File: src/rtl/tfb_pkg.sv
// Shared helpers for the transposable flit buffer.
// Assumes every ring position handed in is already below the depth.
package tfb_pkg;

    // Position offs steps after base on a ring of the given depth.
    function automatic int unsigned ring_slot(input int unsigned base,
                                              input int unsigned offs,
                                              input int unsigned depth);
        int unsigned s;
        s = base + offs;
        if (s >= depth) s = s - depth;
        return s;
    endfunction

    // Distance from base forward to slot on a ring of the given depth.
    function automatic int unsigned ring_dist(input int unsigned base,
                                              input int unsigned slot,
                                              input int unsigned depth);
        return (slot >= base) ? slot - base : slot + depth - base;
    endfunction

endpackage

File: src/rtl/tfb_ptr_ctrl.sv
// Queue pointer and occupancy control.
// Accepts a push only when not full and a pop only when not empty.
// Random accesses never reach this module, so they cannot move the pointers.
module tfb_ptr_ctrl #(
    parameter int DEPTH = 5,
    parameter int IW    = 3,
    parameter int CW    = 3
) (
    input  logic          clk,
    input  logic          rst_n,
    input  logic          push,
    input  logic          pop,
    output logic [IW-1:0] rd_ptr,
    output logic [IW-1:0] wr_ptr,
    output logic [CW-1:0] count,
    output logic          full,
    output logic          empty,
    output logic          push_fire,
    output logic          pop_fire
);
    localparam logic [IW-1:0] LAST = IW'(DEPTH - 1);

    // Qualify requests against the current occupancy.
    always_comb begin
        full      = (count == CW'(DEPTH));
        empty     = (count == '0);
        push_fire = push && !full;
        pop_fire  = pop && !empty;
    end

    // Advance the pointers and track the occupancy.
    always_ff @(posedge clk) begin
        if (!rst_n) begin
            rd_ptr <= '0;
            wr_ptr <= '0;
            count  <= '0;
        end else begin
            if (push_fire) wr_ptr <= (wr_ptr == LAST) ? '0 : wr_ptr + IW'(1);
            if (pop_fire)  rd_ptr <= (rd_ptr == LAST) ? '0 : rd_ptr + IW'(1);
            count <= count + CW'(push_fire) - CW'(pop_fire);
        end
    end
endmodule

File: src/rtl/tfb_cell_array.sv
// Flip-flop storage for DEPTH flits of W bits each.
// The caller makes row and column writes mutually exclusive.
// Priority for a shared cell: column write, then row bit, then push.
module tfb_cell_array #(
    parameter int DEPTH = 5,
    parameter int W     = 9,
    parameter int IW    = 3,
    parameter int BW    = 4
) (
    input  logic                      clk,
    input  logic                      rst_n,
    input  logic                      push_en,
    input  logic [IW-1:0]             push_slot,
    input  logic [W-1:0]              push_data,
    input  logic                      col_en,
    input  logic [IW-1:0]             col_slot,
    input  logic [W-1:0]              col_data,
    input  logic                      row_en,
    input  logic [BW-1:0]             row_bit,
    input  logic [DEPTH-1:0]          row_phys,
    output logic [DEPTH-1:0][W-1:0]   cells
);
    logic [DEPTH-1:0][W-1:0] nxt;

    // Merge push, row and column updates into the next contents.
    always_comb begin
        nxt = cells;
        for (int s = 0; s < DEPTH; s++) begin
            if (push_en && push_slot == IW'(s)) nxt[s] = push_data;
            if (row_en) begin
                for (int b = 0; b < W; b++) begin
                    if (row_bit == BW'(b)) nxt[s][b] = row_phys[s];
                end
            end
            if (col_en && col_slot == IW'(s)) nxt[s] = col_data;
        end
    end

    // Register the storage.
    always_ff @(posedge clk) begin
        if (!rst_n) cells <= '0;
        else        cells <= nxt;
    end
endmodule

File: src/rtl/tfb_row_gather.sv
// Row port steering between queue order and physical slots.
// Queue position i lives in slot (rd_ptr + i) mod DEPTH.
module tfb_row_gather #(
    parameter int DEPTH = 5,
    parameter int W     = 9,
    parameter int IW    = 3,
    parameter int BW    = 4
) (
    input  logic [IW-1:0]           rd_ptr,
    input  logic [BW-1:0]           row_bit,
    input  logic [DEPTH-1:0][W-1:0] cells,
    input  logic [DEPTH-1:0]        row_wdata,
    output logic [DEPTH-1:0]        row_word,
    output logic [DEPTH-1:0]        row_phys
);
    import tfb_pkg::*;

    for (genvar i = 0; i < DEPTH; i++) begin : g_lane
        logic [IW-1:0] src_slot;
        logic [IW-1:0] rel_pos;
        logic [W-1:0]  flit;

        // Gather one bit of queue position i, and scatter one write bit into slot i.
        always_comb begin
            src_slot    = IW'(ring_slot(int'(rd_ptr), i, DEPTH));
            rel_pos     = IW'(ring_dist(int'(rd_ptr), i, DEPTH));
            flit        = cells[src_slot];
            row_word[i] = 1'b0;
            for (int b = 0; b < W; b++) begin
                if (row_bit == BW'(b)) row_word[i] = flit[b];
            end
            row_phys[i] = row_wdata[rel_pos];
        end
    end
endmodule

File: src/rtl/flit_xpose_buf.sv
// Transposable flit buffer top level.
// Provides FIFO access plus access by flit position and by bit position.
// Holds FLITS data flits and one parity flit, each DATA_W+1 bits wide.
// Random indices are relative to the oldest stored flit.
module flit_xpose_buf #(
    parameter int FLITS  = 4,
    parameter int DATA_W = 8
) (
    input  logic                              clk,
    input  logic                              rst_n,
    input  logic                              push,
    input  logic [DATA_W:0]                   push_flit,
    input  logic                              pop,
    output logic [DATA_W:0]                   pop_flit,
    output logic                              full,
    output logic                              empty,
    output logic [$clog2(FLITS+2)-1:0]        count,
    input  logic                              col_we,
    input  logic [$clog2(FLITS+1)-1:0]        col_idx,
    input  logic [DATA_W:0]                   col_wdata,
    output logic [DATA_W:0]                   col_rdata,
    input  logic                              row_we,
    input  logic [$clog2(DATA_W+1)-1:0]       row_idx,
    input  logic [FLITS:0]                    row_wdata,
    output logic [FLITS:0]                    row_rdata,
    output logic                              access_clash
);
    import tfb_pkg::*;

    localparam int DEPTH = FLITS + 1;
    localparam int W     = DATA_W + 1;
    localparam int IW    = $clog2(DEPTH);
    localparam int BW    = $clog2(W);
    localparam int CW    = $clog2(DEPTH + 1);

    logic [IW-1:0]           rd_ptr, wr_ptr, col_slot;
    logic                    push_fire, pop_fire;
    logic                    col_ok, row_ok, col_en, row_en;
    logic [DEPTH-1:0][W-1:0] cells;
    logic [DEPTH-1:0]        row_word, row_phys;

    tfb_ptr_ctrl #(.DEPTH(DEPTH), .IW(IW), .CW(CW)) u_ptr (
        .clk(clk), .rst_n(rst_n), .push(push), .pop(pop),
        .rd_ptr(rd_ptr), .wr_ptr(wr_ptr), .count(count),
        .full(full), .empty(empty),
        .push_fire(push_fire), .pop_fire(pop_fire)
    );

    // Decode index ranges, the write clash and the column slot.
    always_comb begin
        col_ok       = ({1'b0, col_idx} < (IW+1)'(DEPTH));
        row_ok       = ({1'b0, row_idx} < (BW+1)'(W));
        access_clash = col_we && row_we;
        col_en       = col_we && !row_we && col_ok;
        row_en       = row_we && !col_we && row_ok;
        col_slot     = IW'(ring_slot(int'(rd_ptr), int'(col_idx), DEPTH));
    end

    tfb_cell_array #(.DEPTH(DEPTH), .W(W), .IW(IW), .BW(BW)) u_cells (
        .clk(clk), .rst_n(rst_n),
        .push_en(push_fire), .push_slot(wr_ptr), .push_data(push_flit),
        .col_en(col_en), .col_slot(col_slot), .col_data(col_wdata),
        .row_en(row_en), .row_bit(row_idx), .row_phys(row_phys),
        .cells(cells)
    );

    tfb_row_gather #(.DEPTH(DEPTH), .W(W), .IW(IW), .BW(BW)) u_rows (
        .rd_ptr(rd_ptr), .row_bit(row_idx), .cells(cells),
        .row_wdata(row_wdata), .row_word(row_word), .row_phys(row_phys)
    );

    // Drive the read ports, masking any index outside the group.
    always_comb begin
        pop_flit  = cells[rd_ptr];
        col_rdata = col_ok ? cells[col_slot] : '0;
        row_rdata = row_ok ? row_word : '0;
    end
endmodule

File: config.mk
export PLATFORM = sky130hd
export DESIGN_NAME = flit_xpose_buf
export DESIGN_NICKNAME = d
export VERILOG_FILES = /design/src/rtl/tfb_pkg.sv /design/src/rtl/tfb_ptr_ctrl.sv /design/src/rtl/tfb_cell_array.sv /design/src/rtl/tfb_row_gather.sv /design/src/rtl/flit_xpose_buf.sv
export SDC_FILE = /design/constraint.sdc
export NUM_CORES = 1
export LEC_CHECK = 0
export BUFFER_PORTS_ARGS = -buffer_cell sky130_fd_sc_hd__buf_2
export CORE_AREA = 2 2 165 167
export CTS_BUF_LIST = sky130_fd_sc_hd__clkbuf_16
export CTS_CLUSTER_DIAMETER = 120
export DETAILED_ROUTE_END_ITERATION = 6
export DIE_AREA = 0 0 167 169
export HOLD_SLACK_MARGIN = 0.15
export MAX_ROUTING_LAYER = met4
export PLACE_DENSITY_LB_ADDON = 0.08
export SLEW_MARGIN = 0
export SYNTH_ARGS = -nofsm -noshare
export SYNTH_HDL_FRONTEND = slang
export SYNTH_SLANG_ARGS = --single-unit
File: constraint.sdc
create_clock -name clk -period 9.26 [get_ports clk]
set_input_delay 1.852 -clock clk [delete_from_list [all_inputs] [get_ports clk]]
set_output_delay 1.852 -clock clk [all_outputs]
set_load 0.02 [all_outputs]
======== Yosys cells after proc, flatten, opt, wreduce, memory -nomap -nowiden ========
Index checks and enable logic that the tools add are counted.
storage, ports and cells
  bits in registers ....................... 54
  word-level logic and storage cells ...... 245
operators by class
  $add $sub $neg .......................... 25
  $lt $le $gt $ge ......................... 25
  equality and inequality tests ........... 18
  mux-type cells .......................... 144
  reduce and logical (&&, ||, !) cells .... 25
operators with widths
  operator                                                           count
  2-to-1 mux 9 bit                                                   23
  binary-select mux 9 bit (select 3 bit)                             7
  2-to-1 mux 1 bit                                                   95
  less-than comparator 3 x 4 -> 1 bit, second input constant         12
  2-to-1 mux 3 bit                                                   13
  greater-or-equal comparator 4 x 3 -> 1 bit, second input constant  5
  subtractor 3 bit, second input constant                            6
  logical AND 1 bit                                                  17
  == test 4 x 3 -> 1 bit, second input constant                      4
  binary-select mux 1 bit (select 3 bit)                             5
  == test 3 x 2 -> 1 bit, second input constant                      4
  == test 3 bit, second input constant                               4
  subtractor 1 x 3 -> 3 bit, first input constant                    4
  subtractor 3 bit, first input constant                             4
  zero test 3 bit                                                    3
  adder 3 x 2 -> 4 bit, second input constant                        2
  == test 4 x 2 -> 1 bit, second input constant                      2
  adder 3 x 1 -> 3 bit, second input constant                        2
  == test 3 x 1 -> 1 bit, second input constant                      2
  greater-or-equal comparator 1 x 3 -> 1 bit, first input constant   2
  greater-or-equal comparator 2 x 3 -> 1 bit, first input constant   2
  subtractor 2 x 3 -> 3 bit, first input constant                    2
  2-to-1 mux 5 bit                                                   1
  adder 3 x 1 -> 4 bit, second input constant                        1
  12 further kinds                                                   15

======== Longest topological paths before layout ========
Gate-level depths: netlist of run 1.
  word-level depth ........................ 15
  mapped depth ............................ 14

======== Hierarchy ========
Synthesis of run 1 repeated with hierarchy kept, for this count alone.
second synthesis, totals
  cell total of the unflattened synthesis .. 997
  area, all modules ....................... 8029.0 µm²
modules (own cells, without submodules)
  module          instances  cells an instance  area each (µm²)  seq. area each (µm²)
  tfb_row_gather  1          448                3462.1           0.0
  tfb_cell_array  1          305                2820.2           900.9
  flit_xpose_buf  1          186                1214.9           0.0
  tfb_ptr_ctrl    1          58                 531.8            180.2

======== Worst setup path before layout of run 1 ========
OpenSTA, ideal clock, no wires.
  path type ............................... input port to output port
  start ................................... in col_idx[0]
  end ..................................... out col_rdata[6]
  arrival ................................. 4.911 ns
  slack ................................... 2.497 ns
  cell stages on the path ................. 14
  buffers on the path ..................... 3
  cells stage by stage .................... ha_1 -> fa_1 -> clkbuf_1 -> inv_1 -> ha_1 -> nor2b_1 -> o21ai_0 -> a211oi_2 -> clkbuf_1 -> buf_2 -> a2111oi_0 -> a311oi_1 -> o221ai_1 -> a21oi_1
between the ends
  longest elaborated chain between the ends .. 6
  elaborated cells on any way between the ends .. 8
RTL lines
  item                                                                                   RTL line              text
  from (decl)                                                                            flit_xpose_buf.sv:19  input logic [$clog2(FLITS+1)-1:0] col_idx,
  adder 3 x 3 -> 4 bit                                                                   tfb_pkg.sv:10         s = base + offs;
  greater-or-equal comparator 4 x 3 -> 1 bit / subtractor 3 bit (equally long branches)  tfb_pkg.sv:11         if (s >= depth) s = s - depth;
  2-to-1 mux 3 bit                                                                       tfb_pkg.sv:11
  binary-select mux 9 bit (select 3 bit)                                                 flit_xpose_buf.sv:75  col_rdata = col_ok ? cells[col_slot] : '0;
  2-to-1 mux 9 bit (implied by the code)                                                 flit_xpose_buf.sv:75
  2-to-1 mux 9 bit *                                                                     flit_xpose_buf.sv:75
  to (decl)                                                                              flit_xpose_buf.sv:21  output logic [DATA_W:0] col_rdata,
Mark *: on every way between the ends. The rest lies on a longest branch, timed or not. The select of a mux whose other input is x is not followed.

======== Worst setup path in the final report of run 1 ========
Ends and elaborated chain as after synthesis.

==> flow_metrics.tcl, run 1 <==
set metrics [dict create \
    status "complete, but fails checks" \
    violations "DRC" \
    slew_violations 0 \
    synth_top_area_share_pct 15.0 \
    netSwitchingFraction_pct 51.3 \
    startpoint_type "primary input" \
    grt_overflow 0 \
    die-height_um 169 \
    wl_um 32200 \
    io_pins 65 \
    row_count 60 \
    gp_congestion 0.885 \
    ant_nets 0 \
    cts.path.max_buffers 2 \
    multi_input_area_um2 6130 \
    num-fill-cells 2808 \
    cap_violations 0 \
    numCtsBuffers 5 \
    vias 7579 \
    dieArea_um2 28200 \
    critPathLaunch "col_idx[0]" \
    critPathCaptureType "output pin" \
    p_comb_share_pct 68.0 \
    ys_top_cells_by_count "mux2i_1, nand2_1, dfxtp_1" \
    grt_pass1_wl_um 48700 \
    syn_area_um2 7600 \
    rsz0062_at_grt "false" \
    max_freq_mhz 121 \
    coreArea_um2 26500 \
    r2r-end "u_cells.cells[25]" \
    hold_viol 0 \
    cts-resized-gates 0 \
    drive_above_1_share_pct 18.8 \
    dpl.hpwl_um 23200 \
    synth_nets 971 \
    worst-r2r-setup-slack_ns 3.89 \
    antenna_found_initial 0 \
    grt_pass1_vias 7442 \
    wl_per_cell_um 25.7 \
    avgSynthCellArea_um2 8.42 \
    die_x_um 167 \
    ir_worst_vdd_v 0.0000979 \
    p_sw_uw 867 \
    drcViolationCount 1 \
    yosysSeqAreaShare_pct 14.2 \
    tightest_slew_ns 1.21 \
    synth-xor-area-share_pct 1.38 \
    fin_tns_setup_ns 0 \
    placedCellCount 1249 \
    clkPwrFrac_pct 11.4 \
    grt_max_degree 41 \
    area_growth_pct 9.22 \
    synth.distinct_cells 72 \
    drt-initial-drc-count 588 \
    vias_per_cell 6.03 \
    synth_mux_area_share_pct 31.6 \
    r2r_start "u_ptr.rd_ptr[1]" \
    synth_compound_area_share_pct 24.7 \
    arrival_ns 6.41 \
    p_leak_nw 3.31 \
    min_path_type "register to register" \
    cts_hold_buf 0 \
    path_max_fanout 14 \
    synth_ff_type "dfxtp_1" \
    start_util_pct 28.7 \
    worstRegToRegCells 11 \
    synth.most_common_cell "mux2i_1" \
    synth_area_leader_cell "mux2i_1" \
    placed_area_um2 8170 \
    layout.nets 983 \
    seqPwrFrac_pct 20.6 \
    synthAdderAreaFrac_pct 5.56 \
    grt_usage_pct 23.1 \
    n_antenna_cell 0 \
    clk_latency_ns 0.30 \
    h-tree-depth 2 \
    dr.pass1.iters 7 \
    numPortBuffers 64 \
    synth-simple-area-share_pct 17.3 \
    setup_violations 0 \
    fin_cells 1257 \
    postCtsSetupBuffers 0 \
    yosysWarnings 0 \
    maxSlewHeadroom_pct 19.2 \
    yosys_register_bits 54 \
    finalCritPeriodShare_pct 89.3 \
    endpoint "col_rdata[6]" \
    synth_top_family_by_area "multiplexers" \
    p_int_uw 822 \
    synth_edf_count 0 \
    fin_skew_ns 0.00550 \
    root_buffer "clkbuf_16" \
    cts_tree "yes" \
    synth_cells 903 \
    fin_area_um2 8300 \
    cts.sinks 54 \
    clk_pin_slew_worst_paths_ns 0.07 \
    worstPathRequired_ns 7.41 \
    p_per_area_nw_per_um2 203 \
    netlist_top_cells_area "mux2i_1, dfxtp_1, mux4_2, ha_1, mux2_2" \
    fin_crit_ns 8.27 \
    seqCellArea_um2 1080 \
    async_reset_ff_share_pct 0 \
    crit_type "primary input to output pin" \
]
## cell type report
class	instances	share of cell area [%]
tap	341	5.14
inverter	21	0.949
multi-input combinational	752	73.8
clock inverter	3	0.151
sequential	54	13.0
timing repair buffer	81	5.39
clock buffer	5	1.51
## per-layer routing
metal | global-route usage, % | vias up | wire length [um]
met5 | - | - | 0
met4 | 6.15 | 0 | 681
met3 | 1.80 | 45 | 1790
met2 | 36.9 | 282 | 15000
met1 | 31.7 | 3749 | 14700
li1 | - | 3503 | -
## worst max-delay path, stage by stage
cell      delay (ns)
buf_2           0.13
ha_1            0.22
fa_1            1.00
inv_1           0.23
ha_1            0.24
nor2b_1         0.15
o21ai_0         0.11
a211oi_2        0.76
a31oi_2         0.40
nor2_1          0.73
nand2_1         0.12
a21oi_1         0.25
buf_2           0.21
## sequential cells by signal, summed over array words and instances (netlist names)
signal / count
u_ptr.rd_ptr: 3
u_ptr.count: 3
u_ptr.wr_ptr: 3
u_cells.cells: 45
## per-stage QoR
step                hold WS [ns]  util, %  setup WS, ns  total power, mW
finish                     0.514     31.3         0.994             1.69
global route               0.575     31.3         0.635             1.80
CTS                        0.517     31.3          1.06             1.69
detailed placement         0.507     30.8          1.05             1.50
global placement           0.521     30.8          1.17             1.50
floorplan                  0.474        -          2.50             1.15
## logic make-up after synthesis
family / Yosys count
AOI/OAI and AO/OA: 261
xor gates and xnor gates: 9
adders and majority gates: 32
buffers and inverters: 97
DFF: 54
muxes: 186
and+or+nand+nor: 264
## power by group through the flow
stage / combinational (mW) / sequential [mW] / clock, mW
2_1_floorplan: 0.851 / 0.296 / 0
3_3_place_gp: 1.15 / 0.350 / 0
3_5_place_dp: 1.15 / 0.350 / 0
4_1_cts: 1.15 / 0.344 / 0.196
5_1_grt: 1.25 / 0.352 / 0.205
6_report: 1.15 / 0.348 / 0.193
## cell usage in the layout (no fill, tap or decap), types with 7 or more instances in the layout
master,count
a2111oi_0,13
a211oi_1,10
a21boi_0,7
a21oi_1,42
a221oi_1,11
a22o_1,29
a22oi_1,20
a311oi_1,12
a31oi_1,12
and2_1,11
and3_1,10
buf_2,64
buf_4,17
dfxtp_1,53
ha_1,29
inv_1,20
mux2_2,32
mux2i_1,114
mux4_2,40
nand2_1,91
nand2b_1,10
nand3_1,14
nor2_1,41
nor2b_1,48
nor3_1,13
o21ai_0,43
o221ai_1,10
xnor2_1,7
## worst min path at each step
stage | end | cells after the start | slack (ns) | startpoint
2_1_floorplan | u_ptr.wr_ptr[1] | 2 | 0.47 | u_ptr.wr_ptr[1]
3_3_place_gp | u_ptr.wr_ptr[1] | 2 | 0.52 | u_ptr.wr_ptr[1]
3_5_place_dp | u_ptr.wr_ptr[1] | 2 | 0.51 | u_ptr.wr_ptr[1]
4_1_cts | u_ptr.wr_ptr[1] | 2 | 0.52 | u_ptr.wr_ptr[1]
5_1_grt | u_ptr.wr_ptr[1] | 2 | 0.58 | u_ptr.wr_ptr[1]
6_report | u_ptr.wr_ptr[1] | 2 | 0.51 | u_ptr.wr_ptr[1]
Power figures use the tool's default switching activity.
==> inputs of run 2 (changes only) <==
CELL_PAD_IN_SITES_DETAIL_PLACEMENT = 1   (was default)
CELL_PAD_IN_SITES_GLOBAL_PLACEMENT = 1   (was default)
==> flow_metrics.tcl, run 2 (same netlist as run 1, synthesis figures left out) <==
set metrics [dict create \
    r2r_start "u_ptr.rd_ptr[1]" \
    dpl.hpwl_um 24300 \
    slowest_delay_ns 1.03 \
    multi_input_area_um2 6130 \
    clk_pin_slew_worst_paths_ns 0.07 \
    critPathCaptureType "output pin" \
    seqPwrFrac_pct 19.5 \
    layout_common_cells "mux2i_1, nand2_1, buf_2" \
    h-tree-depth 2 \
    grt_usage_pct 24.3 \
    numPortBuffers 64 \
    die-height_um 169 \
    clkPwrFrac_pct 11.4 \
    drt-initial-drc-count 523 \
    vias 7667 \
    coreArea_um2 26500 \
    rsz0062_at_grt "false" \
    p_leak_nw 3.32 \
    critPathSlowestCell "fa_1" \
    p_comb_share_pct 69.1 \
    critPathLaunch "col_idx[0]" \
    path_max_fanout 14 \
    seqCellArea_um2 1080 \
    fin_skew_ns 0.00750 \
    largest_reg_flops 45 \
    ir_worst_vdd_v 0.0000944 \
    fin_crit_ns 8.40 \
    gp_congestion 0.849 \
    worst-r2r-setup-slack_ns 3.84 \
    wl_um 33900 \
    cts_hold_buf 0 \
    p_per_area_nw_per_um2 207 \
    clk_latency_ns 0.30 \
    drcViolationCount 0 \
    drive_above_1_share_pct 19.2 \
    postCtsSetupBuffers 0 \
    grt_pass1_wl_um 51200 \
    cts_tree "yes" \
    crit_family "compound AO/OA/AOI/OAI gates" \
    min_from "u_ptr.wr_ptr[1]" \
    grt_max_degree 46 \
    layout.nets 986 \
    p_int_uw 829 \
    start_util_pct 28.7 \
    p_sw_uw 893 \
    dieArea_um2 28200 \
    fin_tns_setup_ns 0 \
    dr.pass1.iters 5 \
    die_x_um 167 \
    n_antenna_cell 0 \
    grt_pass1_vias 7703 \
    antenna_found_initial 0 \
    crit_chain "buf_2, ha_1, fa_1, inv_1, ha_1, nor2b_1, o21ai_0, a211oi_2, a31oi_2, nor2_1, nand2_1, a21oi_1, buf_2" \
    worstPathRequired_ns 7.41 \
    row_count 60 \
    crit_type "primary input to output pin" \
    tightest_slew_ns 1.14 \
    hold_viol 0 \
    max_freq_mhz 119 \
    finalCritPeriodShare_pct 90.7 \
    wl_per_cell_um 26.9 \
    root_buffer "clkbuf_16" \
    cap_violations 0 \
    setup_violations 0 \
    num-fill-cells 3152 \
    cts.path.max_buffers 2 \
    path_buf_inv 3 \
    regMostFlops "u_cells.cells" \
    min_path_type "register to register" \
    final_common_cell "mux2i_1" \
    io_pins 65 \
    cts.sinks 54 \
    slew_violations 0 \
    maxSlewHeadroom_pct 23.2 \
    numCtsBuffers 5 \
    vias_per_cell 6.08 \
    grt_overflow 0 \
    area_growth_pct 9.56 \
    netSwitchingFraction_pct 51.9 \
    cts-resized-gates 0 \
    status "finished clean" \
    holdWs_ns 0.515 \
    arrival_ns 6.55 \
    startpoint_type "primary input" \
    ant_nets 0 \
]
==> run 2: routing by layer <==
metal	wire (um)	up-vias	GRT usage, %
li1	-	3497	-
met1	16200	3941	33.4
met2	15800	198	38.9
met3	1280	31	2.29
met4	592	0	5.47
met5	0	-	-
==> run 2: stage by stage <==
| step | cell area (um^2) | util [%] | setup WS [ns] | instances | power [mW] |
|---|---|---|---|---|---|
| 3_3_place_gp | 8190 | 30.9 | 1.06 | 1252 | 1.52 |
| 6_report | 8330 | 31.4 | 0.862 | 1260 | 1.72 |
| 4_1_cts | 8330 | 31.4 | 0.883 | 1260 | 1.73 |
| 5_1_grt | 8330 | 31.4 | 0.542 | 1260 | 1.83 |
| 2_1_floorplan | 7600 | - | 2.50 | 903 | 1.15 |
| 3_5_place_dp | 8190 | 30.9 | 0.886 | 1252 | 1.53 |
==> run 2: worst paths after layout <==
kind                                           to  depth (start not counted)
worst max-delay path                 col_rdata[6]                         13
worst min register to register    u_ptr.wr_ptr[1]                          2
worst min-delay path              u_ptr.wr_ptr[1]                          2
worst max register to register  u_cells.cells[36]                         11
==> run 2: area by class of cell <==
class	count	area share [%]
Clock buffer	5	1.50
Tap cell	341	5.12
Sequential cell	54	13.0
Timing Repair Buffer	84	5.65
Clock inverter	3	0.195
Multi-Input combinational cell	752	73.6
Inverter	21	0.946
==> run 2: worst register-to-register path, delay by kind of cell, from the launching register on <==
kind,cells,cell delay (ns)
and+or+nand+nor,3,1.63
AOI/OAI and AO/OA,4,1.56
adders and majority gates,2,1.37
DFF,1,0.30
buffers and inverters,2,0.50
==> run 2: power by group through the flow <==
stage | Sequential [mW] | Combinational [mW] | Clock (mW)
floorplan | 0.296 | 0.851 | 0
finish | 0.336 | 1.19 | 0.196
global route | 0.340 | 1.28 | 0.210
detailed placement | 0.338 | 1.19 | 0
global placement | 0.338 | 1.18 | 0
CTS | 0.333 | 1.19 | 0.201
==> inputs of run 3 (changes only) <==
CORE_AREA = 2 2 170 172   (was 2 2 165 167)
DIE_AREA = 0 0 172 174   (was 0 0 167 169)
SYNTH_HIERARCHICAL = 1   (was default)
==> flow_metrics.tcl, run 3 <==
set metrics [dict create \
    clk_pin_slew_worst_paths_ns 0.07 \
    arrival_ns 5.95 \
    seqPwrFrac_pct 18.1 \
    io_pins 65 \
    antenna_found_initial 1 \
    worstPathRequired_ns 7.41 \
    grt_pass1_vias 8517 \
    numPortBuffers 64 \
    avgSynthCellArea_um2 8.05 \
    r2r-end "u_cells/cells[25]" \
    tightest_slew_ns 1.26 \
    syn_area_um2 8030 \
    fin_area_um2 8820 \
    synth-xor-area-share_pct 1.78 \
    startpoint_type "primary input" \
    status "finished clean" \
    row_count 62 \
    crit_type "primary input to output pin" \
    die-height_um 174 \
    final_common_cell "mux2i_1" \
    holdWs_ns 0.501 \
    num-fill-cells 3433 \
    dieArea_um2 29900 \
    holdPathStages 2 \
    synth_top_family_by_area "compound AO/OA/AOI/OAI gates" \
    grt_usage_pct 25.1 \
    dpl.hpwl_um 27000 \
    synth_cells 997 \
    max_freq_mhz 128 \
    vias_per_cell 6.19 \
    synth.distinct_cells 92 \
    synth.most_common_cell "mux2i_1" \
    min_path_type "register to register" \
    rsz0062_at_grt "false" \
    maxSlewHeadroom_pct 16.0 \
    fin_crit_ns 7.81 \
    fin_tns_setup_ns 0 \
    cap_violations 0 \
    p_int_uw 915 \
    synth_nets 1062 \
    postCtsSetupBuffers 0 \
    cts_hold_buf 0 \
    die_x_um 172 \
    ir_worst_vdd_v 0.0000761 \
    placed_area_um2 8640 \
    setup_violations 0 \
    synth_top_area_share_pct 14.3 \
    netlist_top_cells_area "mux2i_1, dfxtp_1, o221ai_1, o211ai_1, mux4_2" \
    min_from "u_ptr/rd_ptr[0]" \
    cts-resized-gates 0 \
    cts_tree "yes" \
    h-tree-depth 2 \
    fin_skew_ns 0.0126 \
    ys_top_cells_by_count "mux2i_1, nand2_1, nand3_1" \
    hold_viol 0 \
    grt_max_degree 81 \
    clk_latency_ns 0.31 \
    wl_per_cell_um 26.5 \
    slew_violations 0 \
    synthAdderAreaFrac_pct 4.80 \
    drt-initial-drc-count 678 \
    p_leak_nw 2.99 \
    yosysWarnings 6 \
    coreArea_um2 28200 \
    cts.sinks 54 \
    yosysSeqAreaShare_pct 13.5 \
    seqCellArea_um2 1080 \
    area_growth_pct 9.82 \
    vias 8606 \
    layout.nets 1071 \
    regMostFlops "u_cells/cells" \
    dr.pass1.iters 5 \
    critPathCaptureType "output pin" \
    clkPwrFrac_pct 11.3 \
    dp_slack_ns 1.58 \
    drive_above_1_share_pct 17.6 \
    grt_pass1_wl_um 55500 \
    finalCritPeriodShare_pct 84.3 \
    p_per_area_nw_per_um2 227 \
    multi_input_area_um2 6470 \
    layout_common_cells "mux2i_1, nand2_1, nand3_1" \
    synth_mux_area_share_pct 22.5 \
    numCtsBuffers 5 \
    root_buffer "clkbuf_16" \
    yosys_register_bits 54 \
    netSwitchingFraction_pct 54.3 \
    n_antenna_cell 0 \
    fin_util_pct 31.2 \
    r2r_start "u_ptr/rd_ptr[0]" \
    largest_reg_flops 45 \
    grt_overflow 0 \
    synth_ff_type "dfxtp_1" \
    synth_edf_count 0 \
    drcViolationCount 0 \
    ant_nets 0 \
    worstRegToRegCells 12 \
    cts.path.max_buffers 2 \
    async_reset_ff_share_pct 0 \
    wl_um 36800 \
    hold_path_end "u_ptr/rd_ptr[0]" \
    fin_ws_ns 1.45 \
    synth_compound_area_share_pct 30.3 \
    start_util_pct 28.4 \
    p_sw_mw 1.09 \
    p_comb_share_pct 70.6 \
    synth_area_leader_cell "mux2i_1" \
    worst-r2r-setup-slack_ns 3.51 \
    synth-simple-area-share_pct 20.2 \
    path_max_fanout 20 \
    gp_congestion 0.864 \
]
run 3: worst max-delay path: stages:
cell and delay, ns:
buf_2 0.11, ha_1 0.75, clkinv_1 0.67, ha_1 0.46, nand2b_1 0.16, o211ai_1 0.19, and2_1 0.48, nand3_1 0.48
o221ai_1 0.53, buf_2 0.25
run 3: area by class of cell:
type	instances	share of cell area [%]
Sequential cell	54	12.3
Tap cell	384	5.45
Timing Repair Buffer	85	5.45
Multi-Input combinational cell	825	73.4
Clock inverter	3	0.539
Clock buffer	5	1.42
Inverter	35	1.49
run 3: power groups by stage:
| stage | Sequential [mW] | Combinational, mW | Clock, mW |
|---|---|---|---|
| after floorplan | 0.331 | 1.01 | 0 |
| after global placement | 0.366 | 1.40 | 0 |
| after detailed placement | 0.365 | 1.40 | 0 |
| after CTS | 0.360 | 1.41 | 0.233 |
| after global routing | 0.368 | 1.52 | 0.241 |
| final | 0.362 | 1.41 | 0.227 |
run 3: kinds of logic after synthesis:
logic type / count (synthesis)
buf+inv: 118
compound gates: 333
flops: 54
xor+xnor: 12
mux: 152
fa+ha+maj: 29
simple gates: 299
run 3: worst max-delay path by stage:
stage,depth (start not counted),slack [ns],end,startpoint
floorplan,11,2.84,col_rdata[7],col_idx[0]
global placement,10,1.66,col_rdata[6],col_idx[0]
detailed placement,10,1.58,col_rdata[6],col_idx[0]
CTS,10,1.57,col_rdata[6],col_idx[0]
global route,10,1.32,col_rdata[6],col_idx[0]
finish,10,1.45,col_rdata[6],col_idx[0]
run 3: through the flow:
stage	power, mW	cells
final	2.00	1391
after global routing	2.13	1391
after CTS	2.00	1391
after detailed placement	1.77	1383
after global placement	1.76	1383
after floorplan	1.34	997
run 3: metal layers:
metal	wire [um]	up-vias	track usage (%)
li1	-	3937	-
met1	17000	4393	34.0
met2	17800	231	41.3
met3	1130	45	1.23
met4	831	0	5.81
met5	0	-	-
